**src/rtl/psw_pkg.sv**
```systemverilog
package psw_pkg;
  localparam logic [2:0] OP_ADD   = 3'd0;
  localparam logic [2:0] OP_SUB   = 3'd1;
  localparam logic [2:0] OP_RLC   = 3'd2;
  localparam logic [2:0] OP_RRC   = 3'd3;
  localparam logic [2:0] OP_LOGIC = 3'd4;

  localparam int NFLAG  = 4;
  localparam int IDX_C  = 0;
  localparam int IDX_AC = 1;
  localparam int IDX_Z  = 2;
  localparam int IDX_OV = 3;

  // flags touched by each op class, ordered {ov, z, ac, c}
  function automatic logic [NFLAG-1:0] touch_mask(logic [2:0] op);
    case (op)
      OP_ADD, OP_SUB: return 4'b1111;
      OP_RLC, OP_RRC: return 4'b0001;
      OP_LOGIC:       return 4'b0100;
      default:        return 4'b0000;
    endcase
  endfunction

  // one full-adder carry stage
  function automatic logic carry_stage(logic x, logic y, logic ci);
    return (x & y) | ((x ^ y) & ci);
  endfunction
endpackage

```
**src/rtl/psw_flag_calc.sv**
```systemverilog
module psw_flag_calc
  import psw_pkg::*;
#(
  parameter int DATA_W = 8
) (
  input  logic [2:0]        op,
  input  logic [DATA_W-1:0] a,
  input  logic [DATA_W-1:0] b,
  input  logic              cin,
  input  logic [DATA_W-1:0] res,
  output logic [NFLAG-1:0]  val,
  output logic [NFLAG-1:0]  touch
);
  localparam int NIB = 4;
  localparam int MSB = DATA_W - 1;

  logic [DATA_W-1:0] b_eff;
  logic [DATA_W:0]   chain;   // chain[k] = carry into bit k
  logic carry_out, carry_half, carry_msb_in, new_c, new_z, new_ov;

  assign b_eff    = (op == OP_SUB) ? ~b : b;
  assign chain[0] = cin;

  for (genvar k = 0; k < DATA_W; k++) begin : g_ripple
    assign chain[k+1] = carry_stage(a[k], b_eff[k], chain[k]);
  end

  assign carry_out    = chain[DATA_W];
  assign carry_half   = chain[NIB];
  assign carry_msb_in = chain[MSB];
  assign new_ov       = carry_msb_in ^ carry_out;
  assign new_z        = (res == '0);

  always_comb begin
    case (op)
      OP_RLC:  new_c = a[MSB];
      OP_RRC:  new_c = a[0];
      default: new_c = carry_out;
    endcase
  end

  assign val   = {new_ov, new_z, carry_half, new_c};
  assign touch = touch_mask(op);

  always_comb begin
    if (op == OP_RLC || op == OP_RRC)
      AST_ROT_TOUCH_C: assert (touch == 4'b0001);
  end
endmodule

```
**src/rtl/psw_sys_flags.sv**
```systemverilog
module psw_sys_flags (
  input  logic clk,
  input  logic rst_n,
  input  logic wdt_timeout,
  input  logic clr_wdt,
  input  logic halt,
  output logic to_q,
  output logic pd_q
);
  logic to_set, to_clr, pd_set, pd_clr;

  assign to_set = wdt_timeout;
  assign to_clr = clr_wdt | halt;
  assign pd_set = halt;
  assign pd_clr = clr_wdt;

  always_ff @(posedge clk or negedge rst_n) begin
    if (!rst_n) begin
      to_q <= 1'b0;
      pd_q <= 1'b0;
    end else begin
      if (to_set)      to_q <= 1'b1;
      else if (to_clr) to_q <= 1'b0;
      if (pd_set)      pd_q <= 1'b1;
      else if (pd_clr) pd_q <= 1'b0;
    end
  end

  AST_TO_SETS:   assert property (@(posedge clk) disable iff (!rst_n) wdt_timeout |=> to_q);
  AST_TO_CLEARS: assert property (@(posedge clk) disable iff (!rst_n)
                   (clr_wdt || halt) && !wdt_timeout |=> !to_q);
  AST_PD_SETS:   assert property (@(posedge clk) disable iff (!rst_n) halt |=> pd_q);
  AST_PD_CLEARS: assert property (@(posedge clk) disable iff (!rst_n) clr_wdt && !halt |=> !pd_q);
  AST_PD_HOLDS:  assert property (@(posedge clk) disable iff (!rst_n)
                   !clr_wdt && !halt |=> $stable(pd_q));
endmodule

```
**src/rtl/psw_status.sv**
```systemverilog
module psw_status
  import psw_pkg::*;
#(
  parameter int DATA_W = 8
) (
  input  logic              clk,
  input  logic              rst_n,
  input  logic              alu_valid,
  input  logic [2:0]        alu_op,
  input  logic [DATA_W-1:0] alu_a,
  input  logic [DATA_W-1:0] alu_b,
  input  logic              alu_cin,
  input  logic [DATA_W-1:0] alu_res,
  input  logic [3:0]        flag_en,
  input  logic              wr_en,
  input  logic [3:0]        wr_data,
  input  logic              wdt_timeout,
  input  logic              clr_wdt,
  input  logic              halt,
  output logic [7:0]        status
);
  logic [NFLAG-1:0] calc_val, calc_touch, alu_hit, ar_d, ar_q;
  logic             to_q, pd_q;

  psw_flag_calc #(.DATA_W(DATA_W)) u_calc (
    .op(alu_op), .a(alu_a), .b(alu_b), .cin(alu_cin), .res(alu_res),
    .val(calc_val), .touch(calc_touch)
  );

  psw_sys_flags u_sys (
    .clk(clk), .rst_n(rst_n), .wdt_timeout(wdt_timeout),
    .clr_wdt(clr_wdt), .halt(halt), .to_q(to_q), .pd_q(pd_q)
  );

  assign alu_hit = {NFLAG{alu_valid}} & flag_en & calc_touch;

  for (genvar i = 0; i < NFLAG; i++) begin : g_flag
    assign ar_d[i] = alu_hit[i] ? calc_val[i] : (wr_en ? wr_data[i] : ar_q[i]);

    AST_WR_LOADS: assert property (@(posedge clk) disable iff (!rst_n)
      wr_en && !alu_hit[i] |=> ar_q[i] == $past(wr_data[i]));
    AST_IDLE_HOLDS: assert property (@(posedge clk) disable iff (!rst_n)
      !alu_hit[i] && !wr_en |=> $stable(ar_q[i]));
  end

  always_ff @(posedge clk or negedge rst_n) begin
    if (!rst_n) ar_q <= '0;
    else        ar_q <= ar_d;
  end

  assign status = {2'b00, to_q, pd_q, ar_q};

  AST_ZERO_FROM_RES: assert property (@(posedge clk) disable iff (!rst_n)
    alu_hit[IDX_Z] |=> status[IDX_Z] == ($past(alu_res) == '0));
  AST_LOGIC_KEEPS_C: assert property (@(posedge clk) disable iff (!rst_n)
    alu_valid && alu_op == OP_LOGIC && !wr_en |=> $stable(status[IDX_C]));
  AST_ALU_OVER_BUS: assert property (@(posedge clk) disable iff (!rst_n)
    alu_hit[IDX_C] && wr_en && alu_op == OP_RLC |=> status[IDX_C] == $past(alu_a[DATA_W-1]));
endmodule

```
**config.mk**
```make
export PLATFORM = sky130hd
export DESIGN_NAME = psw_status
export DESIGN_NICKNAME = d
export VERILOG_FILES = /design/src/rtl/psw_pkg.sv /design/src/rtl/psw_flag_calc.sv /design/src/rtl/psw_sys_flags.sv /design/src/rtl/psw_status.sv
export SDC_FILE = /design/constraint.sdc
export NUM_CORES = 1
export LEC_CHECK = 0
export BUFFER_PORTS_ARGS = -buffer_cell sky130_fd_sc_hd__buf_4
export CAP_MARGIN = 5
export CORE_MARGIN = 3
export CORE_UTILIZATION = 35
export DETAILED_ROUTE_END_ITERATION = 16
export PLACE_DENSITY = 0.76
export SYNTH_ARGS = -nofsm -noshare
export SYNTH_HDL_FRONTEND = slang
export SYNTH_SLANG_ARGS = --single-unit
```
**constraint.sdc**
```tcl
create_clock -name clk -period 0.8 [get_ports clk]
set_input_delay 0.04 -clock clk [delete_from_list [all_inputs] [get_ports clk]]
set_output_delay 0.04 -clock clk [all_outputs]
set_load 0.02 [all_outputs]
```
[After elaboration in Yosys (flattened, before gate mapping)]
Index checks and enable logic that the tools add are counted.
Word-level totals
  input bits: 43
  word-level logic and storage cells: 72
  bits in registers: 6
Cells by class
  eq/ne operators: 4
  reduce and logical (&&, ||, !) cells: 10
  muxes and demuxes: 15
  bitwise operators: 37
Operators by type and width (count)
  $and A1 B1 Y1: 16
  $mux W1: 12
  $pmux W4 S3: 1
  $reduce_bool A2 Y1: 6
  $or A1 B1 Y1: 9
  $xor A1 B1 Y1: 9
  $and A4 B4 Y4: 2
  $logic_not A8 Y1: 1
  $mux W8: 1
  $not A8 Y8: 1
  $eq A3 B2 Y1 const B: 2
  $reduce_or A2 Y1: 2
  $eq A3 B1 Y1 const B: 1
  $eq A3 B3 Y1 const B: 1
  $logic_not A3 Y1: 1
  $pmux W1 S2: 1

[Longest topological paths before layout]
Gate-level depths: netlist (run 1).
  word-level depth: 21
  gate-level depth with buffers: 9
  gate-level depth less buffers: 8

[Cells and area by module]
A second synthesis (run 1) with hierarchy kept.
Unflattened totals
  cell total of the unflattened synthesis: 75
  area, all modules: 705.7 sq um
By module, submodules not included
  psw_flag_calc: area an instance 372.9 sq um, times used 1, cells each 48
  psw_status: area an instance 259.0 sq um, times used 1, cells each 21
  psw_sys_flags: area an instance 73.8 sq um, times used 1, cells each 6

[Least setup slack after synthesis (run 1)]
OpenSTA, ideal clock, no wires.
  path type: input-to-reg
  start: input port alu_op[1]
  end: register ar_q[3]
  required time: 718 ps
  buffers on the path: 1
  arrival time: 1530 ps
  cell stages on the path: 9
  slack: -811 ps
  path through: nor2_1 > and2_1 > buf_4 > xor2_1 > ha_1 > a211oi_2 > o211ai_2 > a21bo_1 > a31oi_1
On the way
  cells in the longest elaborated chain, start to end: 21
RTL lines
  from (decl): RTL line psw_status.sv:9  | input logic [2:0] alu_op,
  $eq A3 B1 Y1: RTL line psw_pkg.sv:16, psw_flag_calc.sv:21
  $mux W8: RTL line psw_flag_calc.sv:21  | assign b_eff = (op == OP_SUB) ? ~b : b;
  $xor A1 B1 Y1: RTL line psw_pkg.sv:26  | return (x & y) | ((x ^ y) & ci);
  $and A1 B1 Y1: RTL line psw_pkg.sv:26
  $or A1 B1 Y1: RTL line psw_pkg.sv:26
  $and A1 B1 Y1: RTL line psw_pkg.sv:26
  $or A1 B1 Y1: RTL line psw_pkg.sv:26
  $and A1 B1 Y1: RTL line psw_pkg.sv:26
  [5 not listed]
  $and A1 B1 Y1: RTL line psw_pkg.sv:26
  $or A1 B1 Y1: RTL line psw_pkg.sv:26
  $and A1 B1 Y1: RTL line psw_pkg.sv:26
  $or A1 B1 Y1: RTL line psw_pkg.sv:26
  $and A1 B1 Y1: RTL line psw_pkg.sv:26
  $or A1 B1 Y1: RTL line psw_pkg.sv:26
  $xor A1 B1 Y1: RTL line psw_flag_calc.sv:31  | assign new_ov = carry_msb_in ^ carry_out;
  $mux W1: RTL line psw_status.sv:38  | assign ar_d[i] = alu_hit[i] ? calc_val[i] : (wr_en ? wr_data[i] : ar_q[i]);
  to (signal assigned): RTL line psw_status.sv:48  | else ar_q <= ar_d;
  to (decl): RTL line psw_status.sv:22  | logic [NFLAG-1:0] calc_val, calc_touch, alu_hit, ar_d, ar_q;
Parallel ways exist; a longest one is shown, timed or not.
A chain may end at the register's enable or synchronous reset.

[Worst setup path in the final report (run 1)]
Ends and elaborated chain as after synthesis.

==> results of run 1 <==
## cell usage in the layout, fill, tap and decap left out
cell type	n
nand2b_1	1
a221oi_1	1
nor2_4	1
and3_1	1
ha_1	8
a221o_1	1
nand3b_1	1
nor2_1	4
buf_6	8
a21o_1	2
dfrtp_1	6
mux2i_1	3
and2_4	1
o21ai_0	1
a22oi_1	1
dlygate4sd3_1	3
nor3_2	2
o21ai_1	1
nand2_1	1
a211oi_2	1
buf_8	1
nand3_1	3
conb_1	2
o211ai_2	1
o211ai_1	1
a21oi_2	1
a21bo_1	1
nor2b_1	2
nor4_1	2
a211oi_1	3
inv_1	2
xor2_1	8
a31oi_1	2
o21ai_2	2
buf_4	51
clkbuf_4	3
## worst paths after layout
| path | start | end | slack (ns) | cells after the start |
|---|---|---|---|---|
| hold reg to reg | u_sys.to_q | u_sys.to_q | 0.50 | 1 |
| setup / recovery | alu_op[1] | ar_q[3] | -0.58 | 9 |
| setup reg to reg | ar_q[3] | ar_q[3] | -0.09 | 3 |
| hold / removal | alu_res[6] | ar_q[2] | 0.08 | 4 |
| min in group asynchronous | rst_n | ar_q[2] | 0.14 | 2 |
| max in group asynchronous | rst_n | u_sys.pd_q | 0.55 | 2 |
## per-layer routing
metal,track usage [%],part of all wire [%],up-vias
li1,-,-,384
met1,16.6,37,336
met2,34.6,52,45
met3,3.36,8.9,8
met4,11.4,2.9,0
met5,0,0,-
## kinds of logic after synthesis
logic type	synth area share, %
AOI/OAI and AO/OA	22.5
and+or+nand+nor	15.8
adders and majority gates	15.3
xor gates and xnor gates	10.7
buffers and inverters	7.63
DFF	22.9
muxes	4.58
other	0.572
## power groups by stage
stage	logic (mW)	registers [mW]	clock network [mW]
after floorplan	0.271	0.391	0
after global placement	0.592	0.357	0
after detailed placement	0.612	0.359	0
after CTS	0.672	0.361	0.282
after global routing	0.741	0.365	0.302
final	0.675	0.361	0.271
## synthesized netlist by cell type (all sizes together), types with 2 or more instances
| cell type | count | area share [%] |
|---|---|---|
| mux2i | 3 | 4.6 |
| o21ai | 4 | 3.1 |
| nor3 | 2 | 2.3 |
| a21o | 2 | 2.3 |
| nor4 | 2 | 1.9 |
| ha | 8 | 15 |
| nor2b | 2 | 1.9 |
| nand3 | 3 | 2.3 |
| buf | 6 | 6.5 |
| a31oi | 2 | 1.9 |
| nor2 | 5 | 2.9 |
| dfrtp | 6 | 23 |
| o211ai | 2 | 3.1 |
| inv | 2 | 1.1 |
| xor2 | 8 | 11 |
| a211oi | 4 | 5.3 |
## flip-flops by register name, summed over array words and instances (netlist names)
| register | flops |
|---|---|
| u_sys.to_q | 1 |
| u_sys.pd_q | 1 |
| ar_q | 4 |
## area by class of cell
class	count	area, um2
Clock buffer	3	22.5
Tap cell	25	31.3
Fill cell	146	534
Timing Repair Buffer	63	518
Sequential cell	6	150
Inverter	2	7.51
Multi-Input combinational cell	59	482
## per-stage QoR
stage,worst slack (ns),instances,instance area [um2]
after global placement,-0.857,151,1100
after detailed placement,-0.887,151,1100
after floorplan,-0.707,73,673
after global routing,-0.692,158,1210
after CTS,-0.578,157,1200
final,-0.578,158,1210
## critical path: stages
cell      delay [ns]
buf_8           0.10
nor2_4          0.10
and2_4          0.21
xor2_1          0.16
ha_1            0.26
a211oi_2        0.24
o211ai_2        0.13
a21bo_1         0.19
a31oi_1         0.11
## repair_timing
item / in CTS / in global routing
buffers inserted: 0 / 1
pin swaps: 2 / 3
endpoints found under the hold margin: 8 / 0
endpoints found under the setup margin: 9 / 9
hold buffers: 3 / 0
gates resized for setup: 12 / 1
==> metrics.md, run 1 <==
| Metric | Value |
|---|---|
| Worst setup margin | -0.578 ns |
| Cell-internal power | approximately 0.90 mW |
| Synth-to-layout area growth | 84.7% |
| Asr flop ratio synth | 100% |
| Post-Syn Instances | 72 |
| Startpoint Class | input port |
| Pin count of the biggest net entering global routing | 9 |
| Power Density | 1080 nW/um2 |
| Drc violations | 0 |
| Final period utilization | 172% |
| Syn avg cell area | about 9 um2 |
| Cell Area, Synth | ~660 um2 |
| Sequential share of the synthesized area | between 20 and 25% |
| Switching power | 0.407 mW |
| Flop pwr share | between 20% and 30% |
| Number of diodes | 0 |
| Vias per cell | between 4 and 5 |
| Clock root buffer | clkbuf_4 |
| Iter 0 DRT Violations | 2 |
| Global route overflow | 0 |
| Mean routed wirelength per cell | ~12 um |
| Final setup fails | 5 |
| Layout Utilization | between 60 and 70% |
| RSZ-0062 raised after global routing | yes |
| Initial antenna violation count | 0 |
| Number of global-route vias before repair | 846 |
| Max Transition Viols Final | 0 |
| I/O pins | 51 |
| Worst setup path category | input port to flop |
| Critical path endpoint category | flop |
| WHS | just over 0.08 ns |
| GPL Wtd Cong | 0.755 |
| Status | finished, violations left |
| Layout cells sized above 1 | 54.1% |
| Synthesis Warnings | 0 |
| Die X | between 40 and 50 um |
| H-tree Lvls | 1 |
| First drt pass iteration count | 2 |
| Most used DFF post-synth | dfrtp_1 |
| ANT nets after route | 0 |
| Req. time, crit path | 0.96 ns |
| Starting Density | 37.6% |
| Clk_skew | 0 ns |
| # port buffers | 48 |
| #FFs+latches synth | 6 |
| TritonCTS clock tree | yes |
| Core box area | about 1700 um2 |
| Total power | about 1.3 mW |
| Leak | approximately 0.62 nW |
| Synth unique cells | 32 |
| TNS Setup | -1.71 ns |
| WL final | between 1.5 and 2 mm |
| Final nets | between 150 and 200 |
| Total number of vias | roughly 770 |
| Die area | 2430 um2 |
| Number of cell rows | 15 |
| GRT Resource Usage Total | 17.8% |
| Post-route minimum period | 1.38 ns |
| CTS sink cnt | 6 |
| Max Cap Viol | 0 |
| Clock-pin transition on the worst setup and hold timing paths | roughly 0.04 ns |
| Die Y | roughly 49 um |
| Worst skew pair latency | roughly 0.24 ns |
| First-pass GRT wire length | between 3 and 4 mm |
| CTS Buf Count | 3 |
| Clock Power Share | between 20% and 30% |
| Critical path peak fanout | 8 |
| Hold Path Class | input port to flop |
| F_max | 0.726 GHz |
| Clock tree buffer depth | 2 |
| Detailed Place HPWL | 1.67 mm |
| Share of total power in combinational logic | between 50% and 60% |
| Critical path arrival | between 1.5 and 2 ns |
| EDFF count, synth | 0 |
| Final Hold Fails | 0 |
| Failing checks | setup timing |
| VDD IR max | 0.574 mV |
| Sw Share | approximately 31% |
Note: power is estimated with default switching activity, not from simulation.
==> run 2: changes to the inputs <==
--- a/config.mk
+++ b/config.mk
@@ -7,8 +7,10 @@
 export LEC_CHECK = 0
 export BUFFER_PORTS_ARGS = -buffer_cell sky130_fd_sc_hd__buf_4
 export CAP_MARGIN = 5
+export CELL_PAD_IN_SITES_DETAIL_PLACEMENT = 1
+export CELL_PAD_IN_SITES_GLOBAL_PLACEMENT = 2
 export CORE_MARGIN = 3
-export CORE_UTILIZATION = 35
+export CORE_UTILIZATION = 18
 export DETAILED_ROUTE_END_ITERATION = 16
 export PLACE_DENSITY = 0.76
 export SYNTH_ARGS = -nofsm -noshare
==> metrics.md, run 2 (synthesized netlist as in run 1, its figures left out) <==
| Metric | Value |
|---|---|
| F_max | 0.707 GHz |
| ANT nets after route | 0 |
| Iter 0 DRT Violations | 11 |
| Layout Utilization | 37.2% |
| Clock tree buffer depth | 2 |
| Most frequent cells in the layout | buf_4 (54), buf_6 (9), xor2_1 (8), ha_1 (7), dfrtp_1 (6) |
| Total number of vias | 781 |
| Initial antenna violation count | 0 |
| Cell area after layout | between 1000 and 1500 um2 |
| Max Cap Viol | 0 |
| Clock root buffer | clkbuf_4 |
| Critical path peak fanout | 8 |
| First drt pass iteration count | 4 |
| Critical path arrival | about 1.6 ns |
| Global route overflow | 0 |
| VDD IR max | 0.292 mV |
| Drc violations | 0 |
| Fillers | approximately 390 |
| Worst setup margin | -0.614 ns |
| Die Y | roughly 66 um |
| Mean routed wirelength per cell | about 13 um |
| Clock-pin transition on the worst setup and hold timing paths | roughly 0.050 ns |
| # port buffers | 48 |
| Power Density | 1050 nW/um2 |
| Status | finished, violations left |
| Leading registers by flop count | ar_q x4, u_sys.pd_q x1, u_sys.to_q x1 |
| Clk_skew | 0 ns |
| Largest register FFs | 4 |
| Final period utilization | 177% |
| Number of cell rows | 21 |
| Leak | approximately 0.64 nW |
| H-tree Lvls | 1 |
| Biggest register | ar_q |
| Number of global-route vias before repair | between 900 and 1000 |
| Worst setup path category | input port to flop |
| GPL Wtd Cong | 0.708 |
| Number of diodes | 0 |
| Final nets | 190 |
| Hold Path Class | input port to flop |
| R2R cell count | 3 |
| DP Area | around 1100 um2 |
| CTS sink cnt | 6 |
| Register area | approximately 150 um2 |
| Die X | around 66 um |
| First-pass GRT wire length | between 3 and 4 mm |
| Final Hold Fails | 0 |
| Failing checks | setup timing |
| GRT Resource Usage Total | between 10% and 20% |
| Pin count of the biggest net entering global routing | 9 |
| TritonCTS clock tree | yes |
| Max Transition Viols Final | 0 |
| RSZ-0062 raised after global routing | yes |
| Combined area of the multi-input logic cells | between 400 and 500 um2 |
| Starting Density | 19.2% |
| Die area | ~4400 um2 |
| Hold Path Depth | 4 |
| Worst skew pair latency | ~0.25 ns |
| Core box area | roughly 3400 um2 |
| Synth-to-layout area growth | 93.7% |
| CTS Buf Count | 3 |
| Startpoint Class | input port |
| Critical path endpoint category | flop |
| Final setup fails | 8 |
| Detailed Place HPWL | just under 2 mm |
| Vias per cell | 4.27 |
| WL final | about 2.3 mm |
| Req. time, crit path | roughly 0.95 ns |
| Post-route minimum period | roughly 1.4 ns |
| Layout cells sized above 1 | 55.5% |
| I/O pins | 51 |
| Most common cell after layout, fill and taps aside | buf_4 |
## run 2: cell count changes in the layout (fill, tap and decap cells not counted), sizes merged
| cell | delta |
|---|---|
| buf | +4 |
## run 2: layer usage
layer | global-route usage [%] | vias to the layer above | routed length (um)
li1 | - | 393 | -
met1 | 11.5 | 349 | 901
met2 | 21.4 | 39 | 1190
met3 | 2.21 | 0 | 214
met4 | 3.81 | 0 | 0
met5 | 0 | - | 0
## run 2: worst max-delay path: stages
cell      delay (ns)
buf_8           0.10
nor2_4          0.09
and2_4          0.22
xor2_1          0.16
ha_1            0.25
a211oi_2        0.24
o211ai_2        0.13
a21bo_1         0.19
a31oi_1         0.14
## run 2: per-stage QoR
stage                     TNS (ns)  worst slack [ns]  hold slack, ns  power (mW)  std cells
final                        -1.78            -0.614          0.0723        1.33        183
after global routing         -2.31            -0.696          0.0956        1.44        183
after CTS                    -1.87            -0.636          0.0743        1.34        182
after detailed placement     -2.81            -0.957          -0.147       0.985        174
after global placement       -2.62            -0.865          -0.148       0.965        174
after floorplan              -2.02            -0.707          -0.256       0.662         73
## run 2: layout make-up
cell class | instances | area share, %
inverters | 2 | 0.591
clock buffers | 3 | 1.77
flip-flops and latches | 6 | 11.8
well taps | 46 | 4.53
multi-input cells | 59 | 37.8
repair buffers | 67 | 43.4
## run 2: path summary, 6_finish.rpt
path	start	to	slack, ns
worst max-delay path	alu_op[1]	ar_q[3]	-0.61
worst min-delay path	alu_res[6]	ar_q[2]	0.07
worst max register to register	ar_q[3]	ar_q[3]	-0.10
worst min register to register	u_sys.to_q	u_sys.to_q	0.58
max in group asynchronous	rst_n	u_sys.pd_q	0.53
min in group asynchronous	rst_n	ar_q[1]	0.14
## run 2: timing repair
item                       4_1_cts  5_1_grt
buffers inserted                 2        1
hold buffers                     3        0
cloned                           0        0
pin swaps                        7        5
hold endpoints to repair         8        0
setup endpoints to repair        9       10
resized for setup               11        3
## run 2: report_power, final
part	switching [mW]	internal, mW	leakage (nW)
combinational	0.283	0.404	0.559
sequential	0.0258	0.338	0.0698
clock	0.107	0.170	0.0138
total	0.417	0.912	0.642
==> run 3: changes to the inputs <==
--- a/config.mk
+++ b/config.mk
@@ -10,9 +10,9 @@
 export CELL_PAD_IN_SITES_DETAIL_PLACEMENT = 1
 export CELL_PAD_IN_SITES_GLOBAL_PLACEMENT = 2
 export CORE_MARGIN = 3
-export CORE_UTILIZATION = 18
+export CORE_UTILIZATION = 20
 export DETAILED_ROUTE_END_ITERATION = 16
-export PLACE_DENSITY = 0.76
+export PLACE_DENSITY = 0.8
 export SYNTH_ARGS = -nofsm -noshare
 export SYNTH_HDL_FRONTEND = slang
 export SYNTH_SLANG_ARGS = --single-unit
==> constraint.sdc (replaced) <==
create_clock -name clk -period 1.5 [get_ports clk]
set_input_delay 0.075 -clock clk [delete_from_list [all_inputs] [get_ports clk]]
set_output_delay 0.075 -clock clk [all_outputs]
set_load 0.02 [all_outputs]
==> metrics.md, run 3 (synthesized netlist as in run 1, its figures left out) <==
| Metric | Value |
|---|---|
| Status | completed |
| Fillers | around 380 |
| Power Density | ~570 nW/um2 |
| Number of cell rows | 20 |
| Max Cap Viol | 0 |
| Pin count of the biggest net entering global routing | 9 |
| Global-route met3 utilization | about 4.5% |
| RSZ-0062 raised after global routing | yes |
| First drt pass iteration count | 3 |
| Postcts setup bufs | 0 |
| Synth-to-layout area growth | 74.8% |
| I/O pins | slightly above 50 |
| Reg2reg end | ar_q[3] |
| F_max | roughly 0.68 GHz |
| Req. time, crit path | 1.66 ns |
| Number of global-route vias before repair | 743 |
| Reg2Reg Setup Slack | 0.63 ns |
| H-tree Lvls | 1 |
| Initial antenna violation count | 0 |
| CP bufs+invs | 1 |
| Final setup fails | 0 |
| Met2 Use GR | 16.2% |
| ANT nets after route | 0 |
| Combined area of the multi-input logic cells | ~470 um2 |
| WL final | roughly 2.0 mm |
| Core box area | between 3000 and 4000 um2 |
| Detailed Place HPWL | 1.78 mm |
| Switching power | 0.201 mW |
| Biggest register | ar_q |
| Final nets | 180 |
| GPL Wtd Cong | roughly 0.7 |
| Die Y | 63.3 um |
| Final period utilization | between 90% and 100% |
| Iter 0 DRT Violations | 17 |
| GRT Resource Usage Total | under 10% |
| Global route overflow | 0 |
| Critical path arrival | 1.64 ns |
| CTS Buf Count | 3 |
| Leak | 0.584 nW |
| Hold Path Depth | 2 |
| Die X | about 63 um |
| Worst skew pair latency | roughly 0.24 ns |
| Critical path endpoint category | flop |
| Final Hold Fails | 0 |
| CTS sink cnt | 6 |
| Drc violations | 0 |
| TritonCTS clock tree | yes |
| Hold path endpoint | u_sys.to_q |
| Critical path peak fanout | 8 |
| Layout cells sized above 1 | between 50% and 60% |
| Sw Share | between 30% and 40% |
| Busiest grt layer | met2 |
| Clock root buffer | clkbuf_4 |
| Vias per cell | ~4.4 |
| DP Area | between 1000 and 1500 um2 |
| Worst path slowest cell | nor3_1 |
| Flop pwr share | 29.0% |
| Met1 Track Usage GR | around 11% |
| CP Depth | 9 |
| Cell chain of the critical path | buf_6 -> nor2_4 -> and2_4 -> xor2_1 -> ha_1 -> nor3_1 -> o21ai_2 -> a21bo_1 -> a31oi_1 |
| Clk_skew | 0 ns |
| Max Transition Viols Final | 0 |
| R2R cell count | 3 |
| Register area | between 150 and 200 um2 |
| Layout Utilization | around 37% |
| Top delay family on crit path | simple AND/OR/NAND/NOR gates |
| Startpoint Class | input port |
| Share of total power in combinational logic | roughly half |
| Post-route minimum period | about 1.5 ns |
| Clock-pin transition on the worst setup and hold timing paths | about 0.040 ns |
| Hold_sp | wdt_timeout |
| Total number of vias | 750 |
| Reg2reg start | ar_q[3] |
| VDD IR max | about 0.14 mV |
| Clock Power Share | between 20% and 30% |
| Cell area after layout | roughly 1100 um2 |
| Hold Path Class | input port to flop |
| Leading registers by flop count | ar_q x4, u_sys.pd_q x1, u_sys.to_q x1 |
| First-pass GRT wire length | approximately 3.2 mm |
| Cell-internal power | around 0.45 mW |
| Slowest stage delay, CP | around 0.28 ns |
| # port buffers | between 40 and 50 |
| Number of diodes | 0 |
| Die area | 4000 um2 |
| Most common cell after layout, fill and taps aside | buf_4 |
| Clock tree buffer depth | 2 |
| Worst setup path category | input port to flop |
| Most frequent cells in the layout | buf_4 (54), xor2_1 (8), ha_1 (8), dfrtp_1 (6), nor2_1 (4) |
| Starting Density | 21.3% |
| Mean routed wirelength per cell | approximately 11 um |
| Largest register FFs | 4 |
-- run 3: cell types whose count changed in the layout (fill, tap and decap cells not counted) --
cell / before / now
buf_6: 9 / 2
dlygate4sd3_1: 3 / 1
buf_8: 1 / 0
ha_1: 7 / 8
ha_2: 1 / 0
nor3_1: 0 / 1
nor3_2: 2 / 1
-- run 3: worst register-to-register path: cells and delay by family, from the launching register on --
kind            cells  cell delay (ns)
compound gates      2             0.25
simple gates        1             0.13
flops               1             0.37
-- run 3: routing by layer --
metal | up-vias | share of wire (%) | wire [um]
met4 | 0 | 0 | 0
met2 | 36 | 48 | 938
met1 | 337 | 42 | 822
met5 | - | 0 | 0
li1 | 377 | - | -
met3 | 0 | 10 | 203
-- run 3: power groups by stage --
stage                     logic (mW)  registers, mW  clock network (mW)
after floorplan                0.145          0.208                   0
after global placement         0.312          0.191                   0
after detailed placement       0.319          0.192                   0
after CTS                      0.322          0.189               0.151
after global routing           0.354          0.191               0.165
final                          0.320          0.189               0.142
-- run 3: how the worst max path moves through the flow --
stage               from  endpoint  slack, ns
4_1_cts        alu_op[1]   ar_q[0]       0.01
6_report       alu_op[1]   ar_q[3]       0.02
2_1_floorplan  alu_op[1]   ar_q[3]      -0.04
5_1_grt        alu_op[1]   ar_q[3]      -0.06
3_5_place_dp   alu_op[1]   ar_q[0]      -0.27
3_3_place_gp   alu_op[1]   ar_q[0]      -0.20
-- run 3: layout make-up --
type	count	share of cell area, %
clock buffer	3	1.97
sequential	6	13.1
inverter	2	0.655
tap	44	4.80
timing repair buffer	57	38.2
multi-input combinational	59	41.3
-- run 3: what timing repair did --
| action | in CTS | in global routing |
|---|---|---|
| resized for setup | 0 | 3 |
| hold endpoints to repair | 6 | 0 |
| hold buffers | 1 | 0 |
| gates cloned | 0 | 0 |
| setup endpoints to repair | 2 | 2 |
| pin swaps | 1 | 0 |
-- run 3: metrics by stage --
stage / hold WS [ns] / power [mW] / worst slack (ns) / cells / TNS (ns)
finish: 0.0200 / 0.651 / 0.0188 / 171 / 0
global route: 0.0188 / 0.710 / -0.0643 / 171 / -0.112
CTS: 0.0152 / 0.663 / 0.0128 / 171 / 0
detailed placement: -0.111 / 0.511 / -0.268 / 167 / -0.720
global placement: -0.113 / 0.503 / -0.201 / 167 / -0.535
floorplan: -0.221 / 0.353 / -0.0424 / 73 / -0.0847
